**src/rtl/vtl_pkg.sv**
```systemverilog
package vtl_pkg;
  localparam int LVL_W    = 2;
  localparam int NUM_REGS = 3;

  typedef enum logic [LVL_W-1:0] {
    RESP_OK      = 2'd0,
    RESP_TRAP    = 2'd1,
    RESP_TRAP_L2 = 2'd2,
    RESP_TRAP_L3 = 2'd3
  } bus_resp_e;

  // strobes from control to the length datapath
  typedef struct packed {
    logic             wrEn;
    logic             rdEn;
    logic [LVL_W-1:0] regIdx;
    logic [LVL_W-1:0] ownIdx;
    logic             clampL2;
    logic             clampL3;
    logic             zeroLen;
    logic [3:1]       present;
  } dp_strobe_t;
endpackage

```
**src/rtl/vtl_ctrl.sv**
```systemverilog
module vtl_ctrl
  import vtl_pkg::*;
(
  input  logic             clk,
  input  logic             rstN,
  input  logic [LVL_W-1:0] curLvl,
  input  logic             secureSt,
  input  logic             hasLvl2,
  input  logic             hasLvl3,
  input  logic             lvl3Is64,
  input  logic [1:0]       vecEnField,
  input  logic [1:0]       fpEnField,
  input  logic             l2TrapVec,
  input  logic             l2TrapFp,
  input  logic             l3VecEn,
  input  logic             l3TrapFp,
  input  logic [LVL_W-1:0] fpTrapLvl,
  input  logic             busSel,
  input  logic             busWr,
  input  logic [LVL_W-1:0] busIdx,
  output logic [LVL_W-1:0] trapLvl,
  output logic [LVL_W-1:0] busResp,
  output dp_strobe_t       st
);
  localparam int NUM_FIELDS = 2;

  function automatic logic fieldTraps(input logic [1:0] f, input logic [LVL_W-1:0] lvl);
    case (f)
      2'd1:    return lvl == '0;
      2'd3:    return 1'b0;
      default: return lvl <= LVL_W'(1);
    endcase
  endfunction

  logic [1:0]            enField [NUM_FIELDS];
  logic [NUM_FIELDS-1:0] fieldHit;
  logic                  fieldAny;
  logic [LVL_W-1:0]      fieldTarget;
  logic                  l2Hit, l3Hit;
  logic                  regPresent, accessOk;
  bus_resp_e             respE;

  assign enField[0] = vecEnField;
  assign enField[1] = fpEnField;

  // fields are walked in order: vector first, then floating point
  for (genvar g = 0; g < NUM_FIELDS; g++) begin : g_field
    assign fieldHit[g] = fieldTraps(enField[g], curLvl);
  end

  assign fieldAny    = |fieldHit;
  assign fieldTarget = (secureSt && !lvl3Is64) ? LVL_W'(3) : LVL_W'(1);
  assign l2Hit       = (curLvl <= LVL_W'(2)) && (l2TrapVec || l2TrapFp) && !secureSt;
  assign l3Hit       = !l3VecEn || l3TrapFp;

  always_comb begin
    if (fieldAny)   trapLvl = fieldTarget;
    else if (l2Hit) trapLvl = LVL_W'(2);
    else if (l3Hit) trapLvl = LVL_W'(3);
    else            trapLvl = '0;
  end

  always_comb begin
    case (busIdx)
      LVL_W'(1): regPresent = 1'b1;
      LVL_W'(2): regPresent = hasLvl2;
      LVL_W'(3): regPresent = hasLvl3;
      default:   regPresent = 1'b0;
    endcase
  end

  assign respE    = (busSel && regPresent) ? bus_resp_e'(trapLvl) : RESP_OK;
  assign busResp  = respE;
  assign accessOk = busSel && regPresent && (trapLvl == '0);

  always_comb begin
    st         = '0;
    st.wrEn    = accessOk && busWr;
    st.rdEn    = accessOk && !busWr;
    st.regIdx  = busIdx;
    st.ownIdx  = (curLvl <= LVL_W'(1)) ? LVL_W'(1) : curLvl;
    st.clampL2 = hasLvl2 && (curLvl < LVL_W'(2));
    st.clampL3 = hasLvl3 && (curLvl < LVL_W'(3));
    st.zeroLen = (trapLvl != '0) && (fpTrapLvl == '0);
    st.present = {hasLvl3, hasLvl2, 1'b1};
  end

  AST_TRAP_BLOCKS_WRITE: assert property (@(posedge clk) disable iff (!rstN)
    (busSel && trapLvl != '0 && busIdx == LVL_W'(1)) |-> !st.wrEn);
  AST_L1_ONLY_LOW: assert property (@(posedge clk) disable iff (!rstN)
    (trapLvl == LVL_W'(1)) |-> (curLvl <= LVL_W'(1)));
  AST_L2_NONSECURE: assert property (@(posedge clk) disable iff (!rstN)
    (trapLvl == LVL_W'(2)) |-> (!secureSt && curLvl != LVL_W'(3)));
  AST_L3_WHEN_ENABLED: assert property (@(posedge clk) disable iff (!rstN)
    (l3VecEn && !l3TrapFp && trapLvl == LVL_W'(3)) |-> (secureSt && !lvl3Is64));
  AST_ABSENT_NO_WRITE: assert property (@(posedge clk) disable iff (!rstN)
    (busSel && busWr && busIdx == LVL_W'(2) && !hasLvl2) |-> !st.wrEn);
endmodule

```
**src/rtl/vtl_lendp.sv**
```systemverilog
module vtl_lendp
  import vtl_pkg::*;
#(
  parameter int LEN_W  = 4,
  parameter int DATA_W = 64
) (
  input  logic              clk,
  input  logic              rstN,
  input  dp_strobe_t        st,
  input  logic [DATA_W-1:0] busWdata,
  output logic [DATA_W-1:0] busRdata,
  output logic [LEN_W-1:0]  effLen
);
  localparam logic [DATA_W-1:0] LEN_MASK = DATA_W'((1 << LEN_W) - 1);

  logic [LEN_W-1:0] wrVal;
  logic [LEN_W-1:0] view [0:NUM_REGS];
  logic [LEN_W-1:0] base, afterL2, afterL3;

  assign wrVal   = LEN_W'(busWdata & LEN_MASK);
  assign view[0] = '0;

  for (genvar i = 1; i <= NUM_REGS; i++) begin : g_len
    logic [LEN_W-1:0] q;
    always_ff @(posedge clk or negedge rstN) begin
      if (!rstN) q <= '0;
      else if (st.wrEn && st.regIdx == LVL_W'(i)) q <= wrVal;
    end
    assign view[i] = st.present[i] ? q : '0;
  end

  assign busRdata = st.rdEn ? DATA_W'(view[st.regIdx]) : '0;

  assign base    = view[st.ownIdx];
  assign afterL2 = (st.clampL2 && view[2] < base)    ? view[2] : base;
  assign afterL3 = (st.clampL3 && view[3] < afterL2) ? view[3] : afterL2;
  assign effLen  = st.zeroLen ? '0 : afterL3;

  AST_RD_UPPER_ZERO: assert property (@(posedge clk) disable iff (!rstN)
    busRdata[DATA_W-1:LEN_W] == '0);
  AST_CLAMP_L2: assert property (@(posedge clk) disable iff (!rstN)
    (st.clampL2 && !st.zeroLen) |-> (effLen <= view[2]));
  AST_CLAMP_L3: assert property (@(posedge clk) disable iff (!rstN)
    (st.clampL3 && !st.zeroLen) |-> (effLen <= view[3]));
endmodule

```
**src/rtl/vtl_resolver.sv**
```systemverilog
module vtl_resolver
  import vtl_pkg::*;
#(
  parameter int LEN_W  = 4,
  parameter int DATA_W = 64
) (
  input  logic              clk,
  input  logic              rstN,
  input  logic [1:0]        curLvl,
  input  logic              secureSt,
  input  logic              hasLvl2,
  input  logic              hasLvl3,
  input  logic              lvl3Is64,
  input  logic [1:0]        vecEnField,
  input  logic [1:0]        fpEnField,
  input  logic              l2TrapVec,
  input  logic              l2TrapFp,
  input  logic              l3VecEn,
  input  logic              l3TrapFp,
  input  logic [1:0]        fpTrapLvl,
  input  logic              busSel,
  input  logic              busWr,
  input  logic [1:0]        busIdx,
  input  logic [DATA_W-1:0] busWdata,
  output logic [DATA_W-1:0] busRdata,
  output logic [1:0]        busResp,
  output logic [1:0]        trapLvl,
  output logic [LEN_W-1:0]  effLen
);
  dp_strobe_t st;

  vtl_ctrl ctrl_i (
    .clk(clk), .rstN(rstN), .curLvl(curLvl), .secureSt(secureSt),
    .hasLvl2(hasLvl2), .hasLvl3(hasLvl3), .lvl3Is64(lvl3Is64),
    .vecEnField(vecEnField), .fpEnField(fpEnField),
    .l2TrapVec(l2TrapVec), .l2TrapFp(l2TrapFp),
    .l3VecEn(l3VecEn), .l3TrapFp(l3TrapFp), .fpTrapLvl(fpTrapLvl),
    .busSel(busSel), .busWr(busWr), .busIdx(busIdx),
    .trapLvl(trapLvl), .busResp(busResp), .st(st)
  );

  vtl_lendp #(.LEN_W(LEN_W), .DATA_W(DATA_W)) lendp_i (
    .clk(clk), .rstN(rstN), .st(st), .busWdata(busWdata),
    .busRdata(busRdata), .effLen(effLen)
  );

  AST_ZERO_LEN_ON_TRAP: assert property (@(posedge clk) disable iff (!rstN)
    (trapLvl != 2'd0 && fpTrapLvl == 2'd0) |-> (effLen == '0));
endmodule

```
**config.mk**
```make
export PLATFORM = sky130hd
export DESIGN_NAME = vtl_resolver
export DESIGN_NICKNAME = d
export VERILOG_FILES = /design/src/rtl/vtl_pkg.sv /design/src/rtl/vtl_ctrl.sv /design/src/rtl/vtl_lendp.sv /design/src/rtl/vtl_resolver.sv
export SDC_FILE = /design/constraint.sdc
export NUM_CORES = 1
export LEC_CHECK = 0
export ABC_AREA = 1
export BUFFER_PORTS_ARGS = -buffer_cell sky130_fd_sc_hd__buf_2
export CAP_MARGIN = 5
export CORE_MARGIN = 2
export CORE_UTILIZATION = 26
export DETAILED_ROUTE_END_ITERATION = 8
export GPL_TIMING_DRIVEN = 0
export SYNTH_ARGS = -nofsm -noshare
export SYNTH_HDL_FRONTEND = slang
export SYNTH_SLANG_ARGS = --single-unit
export TNS_END_PERCENT = 30
```
**constraint.sdc**
```tcl
create_clock -name clk -period 6.2 [get_ports clk]
set_input_delay 0.31 -clock clk [delete_from_list [all_inputs] [get_ports clk]]
set_output_delay 0.31 -clock clk [all_outputs]
set_load 0.01 [all_outputs]
```
# After elaboration in Yosys (flattened, before gate mapping)
# Index checks and enable logic that the tools add are counted.
[word_totals]
ff_bits = 12
in_bits = 86
elab_cells = 67
[op_classes]
magnitude_cmp = 8
n_eq_ne = 7
n_mux = 21
bitwise = 2
reduce_logical = 26
[ops]
columns = ["cell", "count"]
rows = [
  ["4-bit two-way mux", 10],
  ["4-bit binary-select mux with 2-bit select", 2],
  ["1-bit logical AND", 15],
  ["2-bit two-way mux", 6],
  ["2-bit equality test, second input constant", 4],
  ["4-bit < comparator", 2],
  ["2-bit by 1-bit equality test with 1-bit output, second input constant", 3],
  ["3-bit >= comparator, second input constant", 2],
  ["2-bit zero test", 3],
  ["2-bit NOT with 3-bit output", 2],
  ["1-bit zero test", 4],
  ["2-bit < comparator, second input constant", 2],
  ["1-bit one-hot mux with 2 select lines", 2],
  ["1-bit one-hot mux with 3 select lines", 1],
  ["2-bit by 1-bit <= comparator with 1-bit output, second input constant", 1],
  ["2-bit <= comparator, second input constant", 1],
  ["1-bit logical OR", 2],
  ["2-bit nonzero test", 1],
  ["2-bit OR reduction", 1],
]

# Logic depth before layout (Yosys ltp)
# Gate-level depths: netlist (run 1).
[logic_depth]
depth_word = 13
ltp_mapped = 20
mapped_depth_nobuf = 20

# Modules after synthesis
# A second synthesis (run 1) with hierarchy kept.
[hier_totals]
cells_unflattened = 266
area_unflattened_um2 = 1740.4
[modules_own_cells]
columns = ["module", "instances", "cells_each", "area_per_inst_um2", "seq_area_each_um2"]
rows = [
  ["vtl_lendp", 1, 211, 1488.9, 300.3],
  ["vtl_ctrl", 1, 55, 251.5, 0.0],
]

# Least setup slack after synthesis (run 1)
# No wires, ideal clock.
[synth_path]
path_kind = "input-to-output"
from = "in curLvl[0]"
to = "out effLen[0]"
arrival_time_ns = 2.442
t_required_ns = 5.890
slack_ns = 3.448
stages = 17
n_path_buf = 0
path_cell_list = "inv_1 > nand2_1 > inv_1 > nand2_1 > o221ai_1 > ha_1 > inv_1 > nor2_1 > nor2_2 > nand2_2 > nand2_1 > o21a_1 > inv_1 > ha_1 > a21oi_1 > a21oi_1 > nor2_1"
[synth_between]
elab_chain_cells = 13
elab_cells_between_ends = 28
classes_between = "order compare: 6; mux: 11; bitwise: 1; reduce/logical: 10"
[synth_lines]
columns = ["item", "line_no", "rtl"]
rows = [
  ["start: declaration", "vtl_resolver.sv:9", "input logic [1:0] curLvl,"],
  ["2-bit by 1-bit <= comparator with 1-bit output", "vtl_ctrl.sv:31, vtl_ctrl.sv:81", ""],
  ["2-bit two-way mux", "vtl_ctrl.sv:81", "st.ownIdx = (curLvl <= LVL_W'(1)) ? LVL_W'(1) : curLvl;"],
  ["2-bit NOT with 3-bit output (not written as such)", "vtl_lendp.sv:34", "assign base = view[st.ownIdx];"],
  ["4-bit binary-select mux with 2-bit select", "vtl_lendp.sv:34", ""],
  ["4-bit two-way mux (not written as such) (2 in series)", "vtl_lendp.sv:34", ""],
  ["4-bit < comparator", "vtl_lendp.sv:35", "assign afterL2 = (st.clampL2 && view[2] < base) ? view[2] : base;"],
  ["1-bit logical AND", "vtl_lendp.sv:35", ""],
  ["4-bit two-way mux", "vtl_lendp.sv:35", ""],
  ["4-bit < comparator", "vtl_lendp.sv:36", "assign afterL3 = (st.clampL3 && view[3] < afterL2) ? view[3] : afterL2;"],
  ["1-bit logical AND", "vtl_lendp.sv:36", ""],
  ["4-bit two-way mux", "vtl_lendp.sv:36", ""],
  ["4-bit two-way mux *", "vtl_lendp.sv:37", "assign effLen = st.zeroLen ? '0 : afterL3;"],
  ["end: declaration", "vtl_resolver.sv:28", "output logic [LEN_W-1:0] effLen"],
]
# Mark *: on every way between the ends. The rest lies on a longest branch, timed or not. The select of a mux whose other input is x is not followed.

# Worst setup path in the final report (run 1)
[layout_path]
from = "reg lendp_i.g_len[3].q[3]"
to = "out effLen[1]"
[layout_between]
elab_chain_cells = 11
[layout_lines]
columns = ["item", "line_no", "rtl"]
rows = [
  ["start: declaration", "vtl_lendp.sv:24", "logic [LEN_W-1:0] q;"],
  ["start signal: assignment", "vtl_lendp.sv:27", "else if (st.wrEn && st.regIdx == LVL_W'(i)) q <= wrVal;"],
  ["4-bit two-way mux *", "vtl_lendp.sv:29", "assign view[i] = st.present[i] ? q : '0;"],
  ["4-bit binary-select mux with 2-bit select", "vtl_lendp.sv:34", ""],
  ["4-bit two-way mux (not written as such) (2 in series)", "vtl_lendp.sv:34", ""],
  ["4-bit < comparator", "vtl_lendp.sv:35", ""],
  ["1-bit logical AND", "vtl_lendp.sv:35", ""],
  ["4-bit two-way mux", "vtl_lendp.sv:35", ""],
  ["4-bit < comparator", "vtl_lendp.sv:36", ""],
  ["1-bit logical AND", "vtl_lendp.sv:36", ""],
  ["4-bit two-way mux *", "vtl_lendp.sv:36", ""],
  ["4-bit two-way mux *", "vtl_lendp.sv:37", ""],
]
# Marks and branches as above.

==> results_dict.tcl, run 1 <==
set metrics [dict create \
    synthFlopType "dfrtp_1" \
    overflow 0 \
    finalHoldViolCount 0 \
    start_util 0.2700 \
    rr_startpoint "lendp_i.g_len[1].q[3]$_DFFE_PN0P_" \
    timing.fmax_mhz 311.1 \
    final.setup_skew_ps 0 \
    finalNetCount 426 \
    synth_edf_count 0 \
    wl_mm 3.722 \
    track_usage 0.1101 \
    yosysMostFrequentCell "buf_4" \
    regMostFlops "lendp_i.g_len.q" \
    largestRegisters "lendp_i.g_len.q x12" \
    syn_avg_cell_area_sq_um 6.900 \
    cts.clk_slew.worst_paths_ps 50 \
    antenna_found_initial 0 \
    clkSinkCount 12 \
    syn_area_sq_um 1608 \
    status "complete, no violations" \
    hold_slack_ps 324.3 \
    cp_max_fo 8 \
    worstSkewPairLatency_ps 240 \
    wl_per_cell_microns 9.100 \
    largest_reg_flops 12 \
    max-slew-margin-rel 0.6642 \
    yosysWarnings 0 \
    critPathKind "reg -> out" \
    r2r_cells 1 \
    ys_ff_latch 12 \
    seqPwrFrac 0.298 \
    tightest_slew_ps 503.7 \
    power_mw 0.3050 \
    placed_cells 404 \
    place_ws_ps 3013 \
    first_iter_violations 56 \
    design.core.area_sq_um 5956 \
    post-route-period-util 0.5185 \
    clockBufferDepth 2 \
    cp-end-kind "output pin" \
    die-area_sq_um 6829 \
    drtPass1Iterations 4 \
    min_path_cells 3 \
    synthDistinctLibCells 32 \
    p_comb_frac 0.428 \
    startpoint "lendp_i.g_len[3].q[3]$_DFFE_PN0P_" \
    async_reset_ff_frac 1.000 \
    grt_max_degree 13 \
    htreeDepth 1 \
    dpl.hpwl_mm 3.307 \
    synthCells 233 \
    fin_cells 409 \
    io_pins 158 \
    portBuffers 37 \
    netlist_top_cells_count "60 x buf_4, 49 x nand2_1, 29 x inv_1" \
    clkPwrFrac 0.273 \
    hp-start "busWdata[1]" \
    setup_viol 0 \
    final_antenna_net_count 0 \
    intPower_mw 0.2007 \
    worst_slack_ps 2985 \
    switching_share 0.3417 \
    synth_top_area_cell "buf_4" \
    final_layout_size_suffix_gt1_frac 0.3623 \
    postCtsSetupBuffers 0 \
    drc 0 \
    root_buffer "clkbuf_8" \
    area_growth_pct 35.17 \
    p_sw_mw 0.1042 \
    peakVddDrop_mv 0.1030 \
    vias_per_cell 3.726 \
    grt_pass1_wl_mm 5.789 \
    yosys-top-cells-area "buf_4 28%, dfrtp_1 19%, nand2_1 11%, inv_1 6.8%, ha_1 3.9%" \
    cp.required_ps 5890 \
    drv_slew 0 \
    synth_top_area_frac 0.2802 \
    maxCapViolations 0 \
    power.density_nw_per_um2 140.3 \
    antenna_cells 0 \
    hp-class "in -> reg" \
    die_y_microns 82.64 \
    die_width_microns 82.64 \
    finalWeightedCongestion 0.8374 \
    worstSetupStartpointType "flop" \
    leakage_nw 1.373 \
    crit_arrival_ps 2900 \
    grt_pass1_vias 1313 \
    rsz0062_at_grt "false" \
    yosysSeqAreaShare 0.1868 \
    vias 1524 \
    cts_tree "yes" \
    numCtsBuffers 3 \
    placementRows 28 \
    min_period_ps 3215 \
    setup_tns_ps 0 \
]
## worst max-delay path, stage by stage, from the launching register on
cell and delay, ps:
dfrtp_1 370, nand2_1 50, inv_1 70, o221ai_1 200, ha_1 290, inv_1 60, nor2_1 40, nor2_2 100
nand2_2 110, nand2_1 70, o21a_1 140, inv_1 50, ha_1 160, nand3b_1 150, a21oi_1 410, nand3_1 140
nand2_1 90, nor2_1 40, buf_2 140
## area by class of cell
| cell class | instances | area, sq um |
|---|---|---|
| multi-input combinational | 188 | 958.4 |
| buffer | 61 | 454.2 |
| sequential | 12 | 300.3 |
| clock buffer | 4 | 55.05 |
| timing repair buffer | 38 | 195.2 |
| fill | 653 | 3782 |
| tap | 75 | 93.84 |
| inverter | 31 | 116.4 |
## layer usage
layer / share of wire / global-route usage / wire length, microns / vias up
met5: 0 / 0 / 0 / -
met4: 0.014 / 0.05410 / 51 / 0
met3: 0.087 / 0.01304 / 325 / 4
met2: 0.47 / 0.1855 / 1739 / 60
met1: 0.43 / 0.1384 / 1605 / 632
li1: - / - / - / 828
## power groups by stage
| stage | combinational (mW) | clock [mW] | sequential (mW) |
|---|---|---|---|
| final | 0.131 | 0.0833 | 0.0910 |
| after global routing | 0.149 | 0.0900 | 0.0922 |
| after CTS | 0.130 | 0.0872 | 0.0908 |
| after detailed placement | 0.129 | 0 | 0.0921 |
| after global placement | 0.128 | 0 | 0.0920 |
| after floorplan | 0.0994 | 0 | 0.0905 |
## repair_timing
action | 4_1_cts | 5_1_grt
hold buffers | 1 | 0
hold endpoints to repair | 12 | 0
resized for setup | 0 | 0
setup endpoints to repair | 0 | 0
## cell usage in the layout, fill, tap and decap left out, types with 2 or more instances in the layout
| cell type | netlist | routed |
|---|---|---|
| clkbuf_8 | 0 | 4 |
| o221ai_1 | 2 | 2 |
| nand2_1 | 49 | 49 |
| mux2_2 | 3 | 3 |
| buf_4 | 60 | 60 |
| o22ai_1 | 2 | 2 |
| conb_1 | 1 | 60 |
| o21ai_0 | 7 | 7 |
| ha_1 | 5 | 5 |
| inv_1 | 29 | 29 |
| buf_2 | 0 | 37 |
| nand3_1 | 7 | 7 |
| nor3_1 | 3 | 3 |
| nor2_2 | 4 | 4 |
| dfrtp_1 | 12 | 12 |
| o21a_1 | 2 | 2 |
| mux2_4 | 4 | 4 |
| nor2_1 | 10 | 10 |
| nand2_2 | 4 | 4 |
| nand3b_1 | 2 | 2 |
| a21oi_1 | 11 | 11 |
| inv_2 | 2 | 2 |
| a31oi_1 | 2 | 2 |
| nand4_1 | 2 | 2 |
## cell families (layout without fill, tap and decap cells)
family,Yosys count,in the layout,synth area share
buffers and inverters,92,134,0.3549
DFF,12,12,0.1868
and+or+nand+nor,85,85,0.2444
adders and majority gates,5,5,0.03891
AOI/OAI and AO/OA,31,31,0.1144
muxes,7,7,0.05837
other,1,60,0.002332
## path summary, 6_finish.rpt
| kind | end | slack [ps] |
|---|---|---|
| min in group asynchronous | lendp_i.g_len[1].q[1]$_DFFE_PN0P_ | 470 |
| setup reg to reg | lendp_i.g_len[1].q[3]$_DFFE_PN0P_ | 5410 |
| max in group asynchronous | lendp_i.g_len[2].q[1]$_DFFE_PN0P_ | 5520 |
| setup / recovery | effLen[1] | 2990 |
| hold / removal | lendp_i.g_len[3].q[1]$_DFFE_PN0P_ | 320 |
| hold reg to reg | lendp_i.g_len[2].q[3]$_DFFE_PN0P_ | 530 |
## metrics by stage
stage | utilization | instance area (sq um)
3_3_place_gp | 0.3540 | 2108
6_report | 0.3649 | 2173
4_1_cts | 0.3649 | 2173
2_1_floorplan | - | 1829
5_1_grt | 0.3649 | 2173
3_5_place_dp | 0.3540 | 2108
Note: power is estimated with default switching activity, not from simulation.
==> run 2: changes to the inputs <==
Clock period 6.2 ns to 3.1 ns, I/O delays scaled along.
==> results_dict.tcl, run 2 (synthesized netlist as in run 1, its figures left out) <==
set metrics [dict create \
    peakVddDrop_mv 0.2081 \
    portBuffers 37 \
    reg2reg_setup_slack_ps 2230 \
    largestRegisters "lendp_i.g_len.q x12" \
    finalWeightedCongestion 0.8374 \
    antenna_cells 0 \
    wl_per_cell_microns 9.397 \
    worstSetupStartpointType "flop" \
    setup_viol 0 \
    min_period_ps 2961 \
    r2r_end "lendp_i.g_len[2].q[3]$_DFFE_PN0P_" \
    finalNetCount 430 \
    clkPwrFrac 0.262 \
    cp-end-kind "output pin" \
    die-area_sq_um 6829 \
    crit_chain "nand2_1 -> inv_2 -> o221ai_2 -> ha_1 -> inv_1 -> nor2_1 -> nor2_2 -> nand2_4 -> nand2_1 -> o21a_1 -> inv_2 -> ha_4 -> nand3b_1 -> a21oi_4 -> a21oi_1 -> nor2_1 -> buf_2" \
    power_mw 0.6378 \
    critPathKind "reg -> out" \
    final.setup_skew_ps 0 \
    final_antenna_net_count 0 \
    post-route-period-util 0.9550 \
    drc 0 \
    dpl.hpwl_mm 3.307 \
    grt_pass1_wl_mm 5.796 \
    cp_max_fo 8 \
    place_ws_ps 222.8 \
    num-fill-cells 645 \
    track_usage 0.1103 \
    critPathMaxStageDelay_ps 370 \
    hp-start "busWdata[1]" \
    finalHoldViolCount 0 \
    die_width_microns 82.64 \
    largest_reg_flops 12 \
    design.core.area_sq_um 5956 \
    clkSinkCount 12 \
    vias_per_cell 3.768 \
    drv_slew 0 \
    intPower_mw 0.4145 \
    first_iter_violations 41 \
    p_comb_frac 0.453 \
    rr_startpoint "lendp_i.g_len[2].q[3]$_DFFE_PN0P_" \
    maxCapViolations 0 \
    p_sw_mw 0.2232 \
    min_path_cells 3 \
    switching_share 0.3500 \
    drtPass1Iterations 4 \
    start_util 0.2700 \
    final_layout_size_suffix_gt1_frac 0.4083 \
    final_cell_mix "64 x buf_4, 60 x conb_1, 48 x nand2_1, 37 x buf_2, 26 x inv_1" \
    worst_path_max_delay_cell "dfrtp_1" \
    vias 1556 \
    antenna_found_initial 0 \
    setup_tns_ps 0 \
    crit_arrival_ps 2810 \
    placed_cells 404 \
    grt_max_degree 13 \
    leakage_nw 1.398 \
    cp.required_ps 2940 \
    fin_cells 413 \
    min_to "lendp_i.g_len[3].q[1]$_DFFE_PN0P_" \
    area_growth_pct 41.17 \
    root_buffer "clkbuf_8" \
    io_pins 158 \
    overflow 0 \
    die_y_microns 82.64 \
    hp-class "in -> reg" \
    clockBufferDepth 2 \
    numCtsBuffers 3 \
    seqPwrFrac 0.286 \
    grt_pass1_vias 1313 \
    worst_slack_ps 139.5 \
    regMostFlops "lendp_i.g_len.q" \
    cts.clk_slew.worst_paths_ps 50 \
    worstSkewPairLatency_ps 240 \
    wl_mm 3.881 \
    cts_tree "yes" \
    htreeDepth 1 \
    timing.fmax_mhz 337.8 \
    placementRows 28 \
    r2r_cells 2 \
    status "complete, no violations" \
    power.density_nw_per_um2 281.0 \
    layout_commonest_cell "buf_4" \
]
[run 2: changes by cell type in the layout (fill, tap and decap cells not counted), sizes merged]
cell	delta
buf	+4
[run 2: cell type report]
| type | instances | area, sq um | area share |
|---|---|---|---|
| Buffer | 61 | 454.2 | 0.2001 |
| Clock buffer | 4 | 55.05 | 0.02426 |
| Inverter | 31 | 116.4 | 0.05127 |
| Multi-Input combinational cell | 188 | 1025 | 0.4515 |
| Sequential cell | 12 | 300.3 | 0.1323 |
| Tap cell | 75 | 93.84 | 0.04135 |
| Timing Repair Buffer | 42 | 225.2 | 0.09923 |
[run 2: metrics by stage]
stage / area, sq um / hold WS, ps / util
after floorplan: 1829 / -140.6 / -
after global placement: 2108 / 46.13 / 0.3540
after detailed placement: 2108 / 46.94 / 0.3540
after CTS: 2177 / 160.1 / 0.3655
after global routing: 2270 / 176.7 / 0.3811
final: 2270 / 165.8 / 0.3811
[run 2: how the worst max path moves through the flow]
stage,startpoint,end,slack [ps]
2_1_floorplan,lendp_i.g_len[3].q[3]$_DFFE_PN0P_,effLen[0],560
3_3_place_gp,curLvl[1],effLen[0],230
3_5_place_dp,curLvl[1],effLen[0],220
4_1_cts,lendp_i.g_len[3].q[3]$_DFFE_PN0P_,effLen[1],150
5_1_grt,lendp_i.g_len[3].q[3]$_DFFE_PN0P_,effLen[1],-100
6_report,lendp_i.g_len[3].q[3]$_DFFE_PN0P_,effLen[3],140
[run 2: critical path, delay by kind of cell (launching register included)]
kind / cells / cell delay [ps]
AO/OA/AOI/OAI: 4 / 750
adder cells (fa/ha/maj): 2 / 420
buffers and inverters: 4 / 300
flip-flops: 1 / 370
AND/OR/NAND/NOR: 7 / 720
[run 2: timing repair]
| action | CTS | global route |
|---|---|---|
| endpoints found under the setup margin | 3 | 4 |
| pin swaps | 0 | 11 |
| hold buffers | 1 | 0 |
| setup buffers | 0 | 4 |
| hold endpoints to repair | 12 | 0 |
| resized for setup | 1 | 14 |
[run 2: power by group through the flow]
stage	registers, mW	logic, mW	clock network (mW)
global route	0.184	0.326	0.180
global placement	0.184	0.256	0
CTS	0.182	0.262	0.174
floorplan	0.181	0.199	0
detailed placement	0.184	0.259	0
finish	0.182	0.289	0.167
[run 2: layer usage]
layer,vias to the layer above,GRT usage,wire length (microns)
met5,-,0,0
met4,0,0.05410,51
met3,4,0.01304,367
met2,70,0.1863,1863
met1,648,0.1384,1598
li1,834,-,-
==> run 3: changes to the inputs <==
Settings changed: CTS_CLUSTER_SIZE from default to 16, TNS_END_PERCENT 30 to default.
Clock period 3.1 ns to 2.85 ns, I/O delays scaled along.
==> results_dict.tcl, run 3 (synthesized netlist as in run 1, its figures left out) <==
set metrics [dict create \
    cp_max_fo 8 \
    maxCapViolations 0 \
    fin_cells 412 \
    setup_viol 4 \
    placementRows 28 \
    cts.clk_slew.worst_paths_ps 50 \
    die-area_sq_um 6829 \
    design.core.area_sq_um 5956 \
    final_layout_size_suffix_gt1_frac 0.4154 \
    placed_area_sq_um 2108 \
    power.density_nw_per_um2 305.2 \
    hold_slack_ps 155.2 \
    grt_pass1_wl_mm 5.816 \
    worstSetupStartpointType "flop" \
    final_cell_mix "63 x buf_4, 60 x conb_1, 46 x nand2_1, 37 x buf_2, 26 x inv_1" \
    final.setup_skew_ps 0 \
    grt_pass1_vias 1321 \
    clkSinkCount 12 \
    crit_arrival_ps 2770 \
    critPathKind "reg -> out" \
    critPathBufInv 4 \
    first_iter_violations 44 \
    start_util 0.2700 \
    finalNetCount 429 \
    final_cell_area_sq_um 2270 \
    finalHoldViolCount 0 \
    htreeDepth 1 \
    drtPass1Iterations 4 \
    layout_commonest_cell "buf_4" \
    status "finished, violations left" \
    track_usage 0.1105 \
    dpl.hpwl_mm 3.307 \
    overflow 0 \
    multi_input_area_sq_um 1032 \
    largestRegisters "lendp_i.g_len.q x12" \
    min_to "lendp_i.g_len[3].q[1]$_DFFE_PN0P_" \
    die_y_microns 82.64 \
    placed_cells 404 \
    finalWeightedCongestion 0.8374 \
    clockBufferDepth 2 \
    post-route-util 0.3811 \
    worstSkewPairLatency_ps 240 \
    r2r_cells 2 \
    root_buffer "clkbuf_8" \
    cp-end-kind "output pin" \
    rsz0062_at_grt "true" \
    reg2reg_setup_slack_ps 1980 \
    power_mw 0.6928 \
    hp-start "busWdata[1]" \
    portBuffers 37 \
    grt_max_degree 13 \
    final_antenna_net_count 0 \
    worst_path_max_delay_cell "dfrtp_1" \
    critPathMaxStageDelay_ps 370 \
    vias_per_cell 3.711 \
    cts_tree "yes" \
    timing.fmax_mhz 343.4 \
    crit_chain "nand2_1 -> inv_2 -> o221ai_2 -> ha_1 -> inv_1 -> nor2_1 -> nor2_2 -> nand2_4 -> nand2_2 -> o21a_1 -> inv_2 -> ha_4 -> nand3b_1 -> a21oi_4 -> a21oi_1 -> nor2_1 -> buf_2" \
    violations "negative setup slack" \
    min_period_ps 2912 \
    place_ws_ps -2.239 \
    antenna_found_initial 0 \
    drv_slew 0 \
    worst_slack_ps -62.20 \
    peakVddDrop_mv 0.2262 \
    wl_mm 3.830 \
    io_pins 158 \
    hp-class "in -> reg" \
    area_growth_pct 41.17 \
    drc 0 \
    rr_startpoint "lendp_i.g_len[2].q[3]$_DFFE_PN0P_" \
    die_width_microns 82.64 \
    numCtsBuffers 3 \
    crit_family "compound AO/OA/AOI/OAI gates" \
    leakage_nw 1.394 \
    regMostFlops "lendp_i.g_len.q" \
    final-seq-area_sq_um 300.3 \
    post-route-period-util 1.022 \
    largest_reg_flops 12 \
    wl_per_cell_microns 9.296 \
    vias 1529 \
    num-fill-cells 644 \
    setup_tns_ps -222.1 \
    min_path_cells 3 \
    r2r_end "lendp_i.g_len[2].q[3]$_DFFE_PN0P_" \
    antenna_cells 0 \
    cp.required_ps 2710 \
]
## run 3: changes by cell type in the layout (fill, tap and decap cells not counted)
cell,change
buf_4,-1
nand2_1,-2
nand2_2,+2
nor2_2,+1
nor2_1,-1
## run 3: cell type report
cell class	count	area share
multi-input combinational	188	0.4548
tap	75	0.04135
sequential	12	0.1323
clock buffer	4	0.02426
buffer	61	0.2001
timing repair buffer	41	0.09592
inverter	31	0.05127
## run 3: worst min-delay path: stages
cell,delay [ps]
buf_2,100
nand2_1,50
o21ai_0,60
## run 3: how the worst max path moves through the flow
stage | from | end | cells past startpoint
final | lendp_i.g_len[3].q[3]$_DFFE_PN0P_ | effLen[3] | 17
after global routing | lendp_i.g_len[3].q[3]$_DFFE_PN0P_ | effLen[1] | 17
after CTS | lendp_i.g_len[3].q[3]$_DFFE_PN0P_ | effLen[0] | 19
after detailed placement | curLvl[1] | effLen[0] | 19
after global placement | curLvl[1] | effLen[0] | 19
after floorplan | lendp_i.g_len[3].q[3]$_DFFE_PN0P_ | effLen[0] | 15
## run 3: where the power goes
part | total [mW] | switching (mW) | internal, mW
sequential | 0.198 | 0.0109 | 0.187
clock | 0.181 | 0.0594 | 0.122
combinational | 0.313 | 0.172 | 0.141
## run 3: metal layers
layer	routed length, microns	up-vias	part of all wire	global-route usage
met1	1615	640	0.42	0.1384
li1	-	832	-	-
met3	334	2	0.087	0.01304
met5	0	-	0	0
met4	8	0	0.0021	0.04262
met2	1871	55	0.49	0.1927
## run 3: repair_timing
item	in CTS	in global routing
resized for setup	4	14
hold buffers	1	0
setup buffers	0	3
pin swaps	0	9
endpoints found under the hold margin	12	0
endpoints found under the setup margin	4	4
